### src/rtl/pcp_pkg.sv
package pcp_pkg;
  localparam int PCP_PHASE_W      = 12;
  localparam int PCP_PERIOD_LOG2  = 2;    // 4 interference periods per turn
  localparam int PCP_FREQ_W       = 16;
  localparam int PCP_GAIN_Q       = 6250; // 1e5/4096 * 2^8
  localparam int PCP_GAIN_SHIFT   = 8;
  localparam int PCP_PULSE_CYCLES = 260;  // 10 us at 26 MHz

  typedef enum logic {
    ST_IDLE = 1'b0,
    ST_RUN  = 1'b1
  } pcp_state_e;
endpackage

### src/rtl/pcp_phase_wrap.sv
module pcp_phase_wrap #(
  parameter int PHASE_W     = 12,
  parameter int PERIOD_LOG2 = 2,
  localparam int CORR_W     = PHASE_W - PERIOD_LOG2
) (
  input  logic [PHASE_W-1:0]       phase_meas_i,
  input  logic [PHASE_W-1:0]       phase_tgt_i,
  output logic signed [CORR_W-1:0] corr_o
);
  logic [PHASE_W-1:0] diff;

  // mod-turn subtraction; low bits are the position inside one period,
  // reading them as two's complement recentres to [-P/2, P/2)
  assign diff   = phase_tgt_i - phase_meas_i;
  assign corr_o = $signed(diff[CORR_W-1:0]);
endmodule

### src/rtl/pcp_freq_scale.sv
module pcp_freq_scale #(
  parameter int CORR_W     = 10,
  parameter int FREQ_W     = 16,
  parameter int GAIN_Q     = 6250,
  parameter int GAIN_SHIFT = 8,
  localparam int GAIN_W    = $clog2(GAIN_Q + 1),
  localparam int PROD_W    = CORR_W + GAIN_W + 1
) (
  input  logic signed [CORR_W-1:0] corr_i,
  output logic signed [FREQ_W-1:0] word_o
);
  localparam logic signed [PROD_W-1:0] GAIN_S = PROD_W'(GAIN_Q);
  localparam logic signed [PROD_W-1:0] W_MAX  = PROD_W'((64'sd1 <<< (FREQ_W-1)) - 1);
  localparam logic signed [PROD_W-1:0] W_MIN  = -W_MAX - PROD_W'(1);

  logic signed [PROD_W-1:0] corr_x;
  logic signed [PROD_W-1:0] prod;
  logic signed [PROD_W-1:0] scaled;

  assign corr_x = PROD_W'(corr_i);
  assign prod   = corr_x * GAIN_S;

  generate
    if (GAIN_SHIFT > 0) begin : g_round
      localparam logic signed [PROD_W-1:0] HALF = PROD_W'(64'sd1 <<< (GAIN_SHIFT-1));
      logic signed [PROD_W-1:0] rnd;
      assign rnd    = prod + HALF;
      assign scaled = rnd >>> GAIN_SHIFT;
    end else begin : g_plain
      assign scaled = prod;
    end
  endgenerate

  always_comb begin
    if (scaled > W_MAX)      word_o = W_MAX[FREQ_W-1:0];
    else if (scaled < W_MIN) word_o = W_MIN[FREQ_W-1:0];
    else                     word_o = scaled[FREQ_W-1:0];
  end
endmodule

### src/rtl/pcp_pulse_timer.sv
module pcp_pulse_timer
  import pcp_pkg::*;
#(
  parameter int PULSE_CYCLES = 260,
  localparam int CNT_W       = $clog2(PULSE_CYCLES + 1)
) (
  input  logic clk_i,
  input  logic rst_ni,
  input  logic start_i,
  output logic accept_o,
  output logic active_o,
  output logic done_o
);
  pcp_state_e       state_q;
  logic [CNT_W-1:0] cnt_q;

  assign accept_o = start_i && (state_q == ST_IDLE);
  assign active_o = (state_q == ST_RUN);

  always_ff @(posedge clk_i or negedge rst_ni) begin
    if (!rst_ni) begin
      state_q <= ST_IDLE;
      cnt_q   <= '0;
      done_o  <= 1'b0;
    end else begin
      done_o <= 1'b0;
      unique case (state_q)
        ST_IDLE: begin
          if (start_i) begin
            cnt_q   <= CNT_W'(PULSE_CYCLES);
            state_q <= ST_RUN;
          end
        end
        ST_RUN: begin
          if (cnt_q == CNT_W'(1)) begin
            cnt_q   <= '0;
            state_q <= ST_IDLE;
            done_o  <= 1'b1;
          end else begin
            cnt_q <= cnt_q - CNT_W'(1);
          end
        end
        default: state_q <= ST_IDLE;
      endcase
    end
  end
endmodule

### src/rtl/pcp_comp_pulse.sv
module pcp_comp_pulse
  import pcp_pkg::*;
#(
  parameter int PHASE_W      = PCP_PHASE_W,
  parameter int PERIOD_LOG2  = PCP_PERIOD_LOG2,
  parameter int FREQ_W       = PCP_FREQ_W,
  parameter int GAIN_Q       = PCP_GAIN_Q,
  parameter int GAIN_SHIFT   = PCP_GAIN_SHIFT,
  parameter int PULSE_CYCLES = PCP_PULSE_CYCLES
) (
  input  logic                     clk_i,
  input  logic                     rst_ni,
  input  logic                     start_i,
  input  logic [PHASE_W-1:0]       phase_meas_i,
  input  logic [PHASE_W-1:0]       phase_tgt_i,
  output logic signed [FREQ_W-1:0] fcw_ref_o,
  output logic signed [FREQ_W-1:0] fcw_dco_o,
  output logic                     done_o
);
  localparam int CORR_W  = PHASE_W - PERIOD_LOG2;
  localparam int N_PATHS = 2;

  logic signed [CORR_W-1:0] corr;
  logic signed [FREQ_W-1:0] word_d;
  logic signed [FREQ_W-1:0] word_q;
  logic                     accept;
  logic                     pulse_act;
  logic [FREQ_W-1:0]        path_word [N_PATHS];

  pcp_phase_wrap #(
    .PHASE_W     (PHASE_W),
    .PERIOD_LOG2 (PERIOD_LOG2)
  ) u_wrap (
    .phase_meas_i (phase_meas_i),
    .phase_tgt_i  (phase_tgt_i),
    .corr_o       (corr)
  );

  pcp_freq_scale #(
    .CORR_W     (CORR_W),
    .FREQ_W     (FREQ_W),
    .GAIN_Q     (GAIN_Q),
    .GAIN_SHIFT (GAIN_SHIFT)
  ) u_scale (
    .corr_i (corr),
    .word_o (word_d)
  );

  pcp_pulse_timer #(
    .PULSE_CYCLES (PULSE_CYCLES)
  ) u_timer (
    .clk_i    (clk_i),
    .rst_ni   (rst_ni),
    .start_i  (start_i),
    .accept_o (accept),
    .active_o (pulse_act),
    .done_o   (done_o)
  );

  always_ff @(posedge clk_i or negedge rst_ni) begin
    if (!rst_ni)     word_q <= '0;
    else if (accept) word_q <= word_d;
  end

  // same offset onto both injection points of the two-point modulator
  generate
    for (genvar p = 0; p < N_PATHS; p++) begin : g_path
      assign path_word[p] = pulse_act ? word_q : '0;
    end
  endgenerate

  assign fcw_ref_o = path_word[0];
  assign fcw_dco_o = path_word[1];
endmodule

### config.mk
export PLATFORM = sky130hd
export DESIGN_NAME = pcp_comp_pulse
export DESIGN_NICKNAME = d
export VERILOG_FILES = /design/src/rtl/pcp_pkg.sv /design/src/rtl/pcp_phase_wrap.sv /design/src/rtl/pcp_freq_scale.sv /design/src/rtl/pcp_pulse_timer.sv /design/src/rtl/pcp_comp_pulse.sv
export SDC_FILE = /design/constraint.sdc
export NUM_CORES = 1
export LEC_CHECK = 0
export CAP_MARGIN = 20
export CORE_MARGIN = 4
export CORE_UTILIZATION = 35
export DETAILED_ROUTE_END_ITERATION = 8
export HOLD_SLACK_MARGIN = 0.08
export SLEW_MARGIN = 25
export SYNTH_ARGS = -nofsm -noshare
export SYNTH_HDL_FRONTEND = slang
export SYNTH_SLANG_ARGS = --single-unit
### constraint.sdc
create_clock -name clk_i -period 4.8 [get_ports clk_i]
set_input_delay 0.96 -clock clk_i [delete_from_list [all_inputs] [get_ports clk_i]]
set_output_delay 0.96 -clock clk_i [all_outputs]
set_load 0.02 [all_outputs]
==> After elaboration in Yosys (flattened, before gate mapping) <==
Index checks and enable logic that the tools add are counted.
{ "totals": {"reg_bits": 27, "out_inout_bits": 33} }
{ "classes": {"addsub": 3, "bitwise_logic": 1, "n_lt_le_gt_ge": 2, "multipliers": 1, "n_mux": 11, "eq_ne": 2, "reduce_logical": 1} }
{ "op_table": {"columns": ["op", "n"], "rows": [
  ["$mux 16", 3],
  ["$add 24x9->24 const B", 1],
  ["$mul 10x13->23 const B", 1],
  ["$mux 9", 2],
  ["$pmux 9 s2", 1],
  ["$gt 16x16->1 const B", 1],
  ["$lt 16x16->1 const B", 1],
  ["$sub 10x10->10", 1],
  ["$eq 9x1->1 const B", 1],
  ["$sub 9x1->9 const B", 1],
  ["$mux 1", 4],
  ["$ne 2x2->1 const B", 1],
  ["$pmux 1 s2", 1],
  ["$logic_and 1x1->1", 1],
  ["$not 1->1", 1]
]} }

==> Longest topological paths before layout <==
{ "logic_depth": {"depth_word": 6, "ltp_mapped": 31, "mapped_depth_nobuf": 30} }

==> Cells and area by module <==
A second synthesis with hierarchy kept.
{ "hier_totals": {"hier_cells": 479, "area_unflattened_um2": 4460.5} }
{ "by_module_without_submodules": {"columns": ["module", "instances", "area_each_um2", "seq_area_each_um2", "cells_per_inst"], "rows": [
  ["pcp_freq_scale", 1, 2567.5, 0.0, 289],
  ["pcp_comp_pulse", 1, 873.3, 400.4, 67],
  ["pcp_pulse_timer", 1, 573.0, 275.3, 63],
  ["pcp_phase_wrap", 1, 446.7, 0.0, 60]
]} }

==> Least setup slack after synthesis <==
No wires, ideal clock.
{ "synth_path": {"kind": "in2reg", "from": "in phase_tgt_i[0]", "to": "reg word_q[14]", "setup_time_ns": 0.080, "stages": 26, "t_arrival_ns": 7.347, "t_required_ns": 4.720, "setup_slack_ns": -2.627, "cell_sequence": "inv_1 -> ha_1 -> inv_1 -> fa_1 -> a21o_2 -> a21oi_1 -> o21bai_1 -> a21oi_1 -> o21bai_1 -> a21oi_1 -> xnor2_1 -> ha_1 -> ha_1 -> fa_1 -> fa_1 -> fa_1 -> ha_1 -> a21oi_1 -> o21ai_0 -> o31a_1 -> a221oi_1 -> xnor2_1 -> nand2_1 -> or4_4 -> a311o_1 -> o211ai_2"} }
{ "synth_between": {"elab_chain_cells": 6, "word_cells_on_any_way": 7, "classes_between": "add/sub (2); mul (1); order compare (2); mux (2)"} }
{ "synth_rtl": {"columns": ["element", "line", "rtl"], "rows": [
  ["start: declaration", "pcp_comp_pulse.sv:15", "input logic [PHASE_W-1:0] phase_tgt_i,"],
  ["$sub 10x10->10 (*)", "pcp_phase_wrap.sv:14", "assign diff = phase_tgt_i - phase_meas_i;"],
  ["$mul 10x13->23 (*)", "pcp_freq_scale.sv:21", "assign prod = corr_x * GAIN_S;"],
  ["$add 24x9->24 (*)", "pcp_freq_scale.sv:27", "assign rnd = prod + HALF;"],
  ["$lt 16x16->1", "pcp_freq_scale.sv:36", "else if (scaled < W_MIN) word_o = W_MIN[FREQ_W-1:0];"],
  ["$mux 16", "pcp_freq_scale.sv:36", null],
  ["$mux 16 (*)", "pcp_freq_scale.sv:35", "if (scaled > W_MAX) word_o = W_MAX[FREQ_W-1:0];"],
  ["end signal: assignment", "pcp_comp_pulse.sv:62", "else if (accept) word_q <= word_d;"],
  ["end: declaration", "pcp_comp_pulse.sv:25", "logic signed [FREQ_W-1:0] word_q;"]
]} }
Mark *: on every way between the ends. The rest lies on a longest branch, timed or not.
A chain may end at the register's enable or synchronous reset.

==> Worst setup path after layout <==
Same ends and word-level chain as after synthesis.

==> flow_summary_export.csv <==
group,metric,value,unit
hold_path,hold_path_end,"word_q[10]",
placement,port-buffer-count,55,
synth,synth.distinct_cells,65,
timing,hold_viol_final,0,
global_routing,antenna_found_initial,0,
route,drtPass1Iterations,4,
floorplanning,start_util,36.2,%
critical_path,rr_worst_depth,6,
timing,rsz0062_at_grt,"yes",
clock_network,path_clk_slew,60,ps
cells_and_area,drive_gt1_share,36.5,%
global_routing,use_met3,1.44,%
synth,yosysMostFrequentCell,"ha_1",
synth,ys_seq_area_share,16.1,%
global_routing,busiest_layer,"met2",
clock_network,cts_made_buffers,3,
timing,skew,10.2,ps
floorplanning,dieArea,13800,µm²
synth,async_flop_share,100,%
synth,yosys-top-cells-count,"75 x ha_1, 61 x inv_1, 54 x nand2_1, 27 x dfrtp_1",
outcome,status,"finished with violations",
clock_network,cts_tree,"done",
critical_path,required,4980,ps
cells_and_area,fillCellCount,1046,
cells_and_area,antennaDiodeCount,0,
hold_path,whs_path_depth,2,
route,drtIter0Drc,182,
cells_and_area,nets,760,
global_routing,overflow,0,
route,wl_per_cell,12.9,µm
synth,yosys.area.top_type,"ha_1",
hold_path,worstHoldStart,"word_q[10]",
critical_path,start_kind,"input port",
timing,timing.final.ws_setup,-1880,ps
global_routing,grt_pass1_wl,17700,µm
cells_and_area,syn_to_final_growth,52.6,%
hold_path,hold_class,"reg -> reg",
global_routing,grt_usage,14.5,%
critical_path,critical_path_arrival,6860,ps
placement,gp_congestion,0.876,
floorplanning,num_rows,39,
synth,synthTopCellsByArea,"ha_1 22%, dfrtp_1 16%, fa_1 11%, inv_1 5.5%, nand2_1 4.8%",
critical_path,worst_r2r_startpoint,"u_timer.cnt_q[3]",
global_routing,met2_usage,27.5,%
clock_network,cts.sinks,27,
floorplanning,fp.dieH,117,µm
clock_network,root_buffer,"clkbuf_16",
timing,fmax,150,MHz
synth,synth-main-ff-cell,"dfrtp_1",
critical_path,regToRegEndpoint,"u_timer.cnt_q[7]",
placement,dp_hpwl,8270,µm
clock_network,clock_latency,260,ps
timing,period_share,139,%
synth,ys_ff_latch,27,
global_routing,grt_pass1_vias,4025,
timing,worstMarginPinSlew,865,ps
clock_network,cts_max_level,1,
synth,synth_edf_count,0,
timing,period_needed,6680,ps
synth,yosysTopAreaCellShare,22.4,%
critical_path,crit_type,"in -> reg",
global_routing,grt_max_degree,32,
cells_and_area,utilization,55.2,%
synth,synth_fp_nets,613,
global_routing,met1_usage,18.1,%
floorplanning,core,11600,µm²
clock_network,clockBufferDepth,2,
timing,setup_violations,16,
critical_path,ff2ff_setup_slack,2680,ps
cells_and_area,stdcell_count,776,
placement,dp_cells,758,
floorplanning,die_w,117,µm
timing,fin_setup_tns,-21560,ps
critical_path,critPathMaxFanout,4,
route,vias_per_cell,4.90,
synth,yosys_warnings,0,
timing,max_slew_margin,42.2,%
route,post-route-drc-count,0,
route,routed_wl,10000,µm
synth,syn_avg_cell_area,8.59,µm²
route,via_count,3804,
synth,synth_area,4180,µm²
outcome,violations,"setup timing",
route,ant_nets,0,
timing,drv_slew,0,
synth,syn_inst,487,
flow_run,maxCapViolCount,0,
critical_path,endpoint_kind,"flip-flop",
floorplanning,ios,60,
-- critical path, cell delays in order --
cell	delay, ps
buf_8	110
inv_12	40
ha_4	110
inv_2	30
fa_2	350
a21o_2	220
a21oi_2	140
o21bai_1	100
a21oi_2	140
o21bai_1	100
a21oi_2	170
xnor2_2	200
ha_4	260
ha_4	260
fa_1	420
fa_1	470
fa_1	570
ha_4	230
a21oi_2	150
o21ai_2	90
o31a_1	350
a221oi_2	300
xnor2_1	170
nand2_1	100
or4_4	490
a311o_1	290
o211ai_2	60
-- through the flow --
step / hold slack [ps] / worst slack, ps / instance area [µm²]
final: 474 / -1880 / 6390
after global routing: 495 / -2130 / 6390
after CTS: 478 / -2030 / 6240
after detailed placement: 459 / -2770 / 5640
after global placement: 456 / -2640 / 5640
after floorplan: 438 / -2000 / 4340
-- layer usage --
metal | share of wire (%) | wire length, µm | up-vias
met5 | 0 | 0 | -
met4 | 1.1 | 105 | 0
met3 | 2.5 | 249 | 8
met2 | 52 | 5190 | 52
met1 | 45 | 4450 | 1807
li1 | - | - | 1937
-- logic make-up after synthesis --
group | synth area share [%]
AOI/OAI and AO/OA | 14.3
xor gates and xnor gates | 7.48
adders and majority gates | 33.9
buffers and inverters | 9.99
DFF | 16.1
muxes | 0.269
and+or+nand+nor | 17.9
-- repair_timing --
| item | 4_1_cts | 5_1_grt |
|---|---|---|
| gates resized for setup | 89 | 25 |
| pin swaps | 57 | 37 |
| endpoints found under the setup margin | 16 | 16 |
| hold buffers | 0 | 0 |
| hold endpoints to repair | 0 | 0 |
| buffers inserted | 11 | 3 |
-- layout make-up --
class	instances	area (µm²)	share of cell area, %
multi-input combinational	370	3760	58.9
sequential	27	676	10.6
clock inverter	1	8.76	0.137
clock buffer	3	75.1	1.18
tap	143	179	2.80
inverter	62	245	3.84
timing repair buffer	170	1440	22.5
-- how the worst max path moves through the flow --
stage / start / end / slack [ps] / cells after the start
floorplan: phase_tgt_i[0] / word_q[14] / -2000 / 26
finish: phase_tgt_i[0] / word_q[14] / -1880 / 27
detailed placement: phase_tgt_i[0] / word_q[14] / -2770 / 27
global placement: phase_tgt_i[0] / word_q[14] / -2640 / 27
global route: phase_meas_i[7] / word_q[14] / -2130 / 24
CTS: phase_tgt_i[0] / word_q[14] / -2030 / 27
-- sequential cells by signal (all words and copies together), names as in the netlist --
signal / count
u_timer.done_o: 1
u_timer.active_o: 1
word_q: 16
u_timer.cnt_q: 9
-- cells in the final DEF (no fill, tap or decap), types with 6 or more instances in the layout --
| cell | count |
|---|---|
| nor3_1 | 6 |
| a21oi_1 | 11 |
| xnor2_2 | 9 |
| nand2_1 | 46 |
| nand3_1 | 7 |
| o21ai_0 | 17 |
| dfrtp_1 | 27 |
| ha_4 | 24 |
| ha_1 | 50 |
| buf_6 | 9 |
| and2_1 | 18 |
| xor2_1 | 12 |
| clkdlybuf4s50_1 | 46 |
| nor2_1 | 24 |
| buf_4 | 106 |
| xnor2_1 | 9 |
| inv_1 | 51 |
| inv_2 | 10 |
| fa_1 | 22 |
| a21oi_2 | 8 |
Power is left out: the tool's default activity adds up to more than one toggle a clock period on the data nets, which glitch-free logic cannot reach.
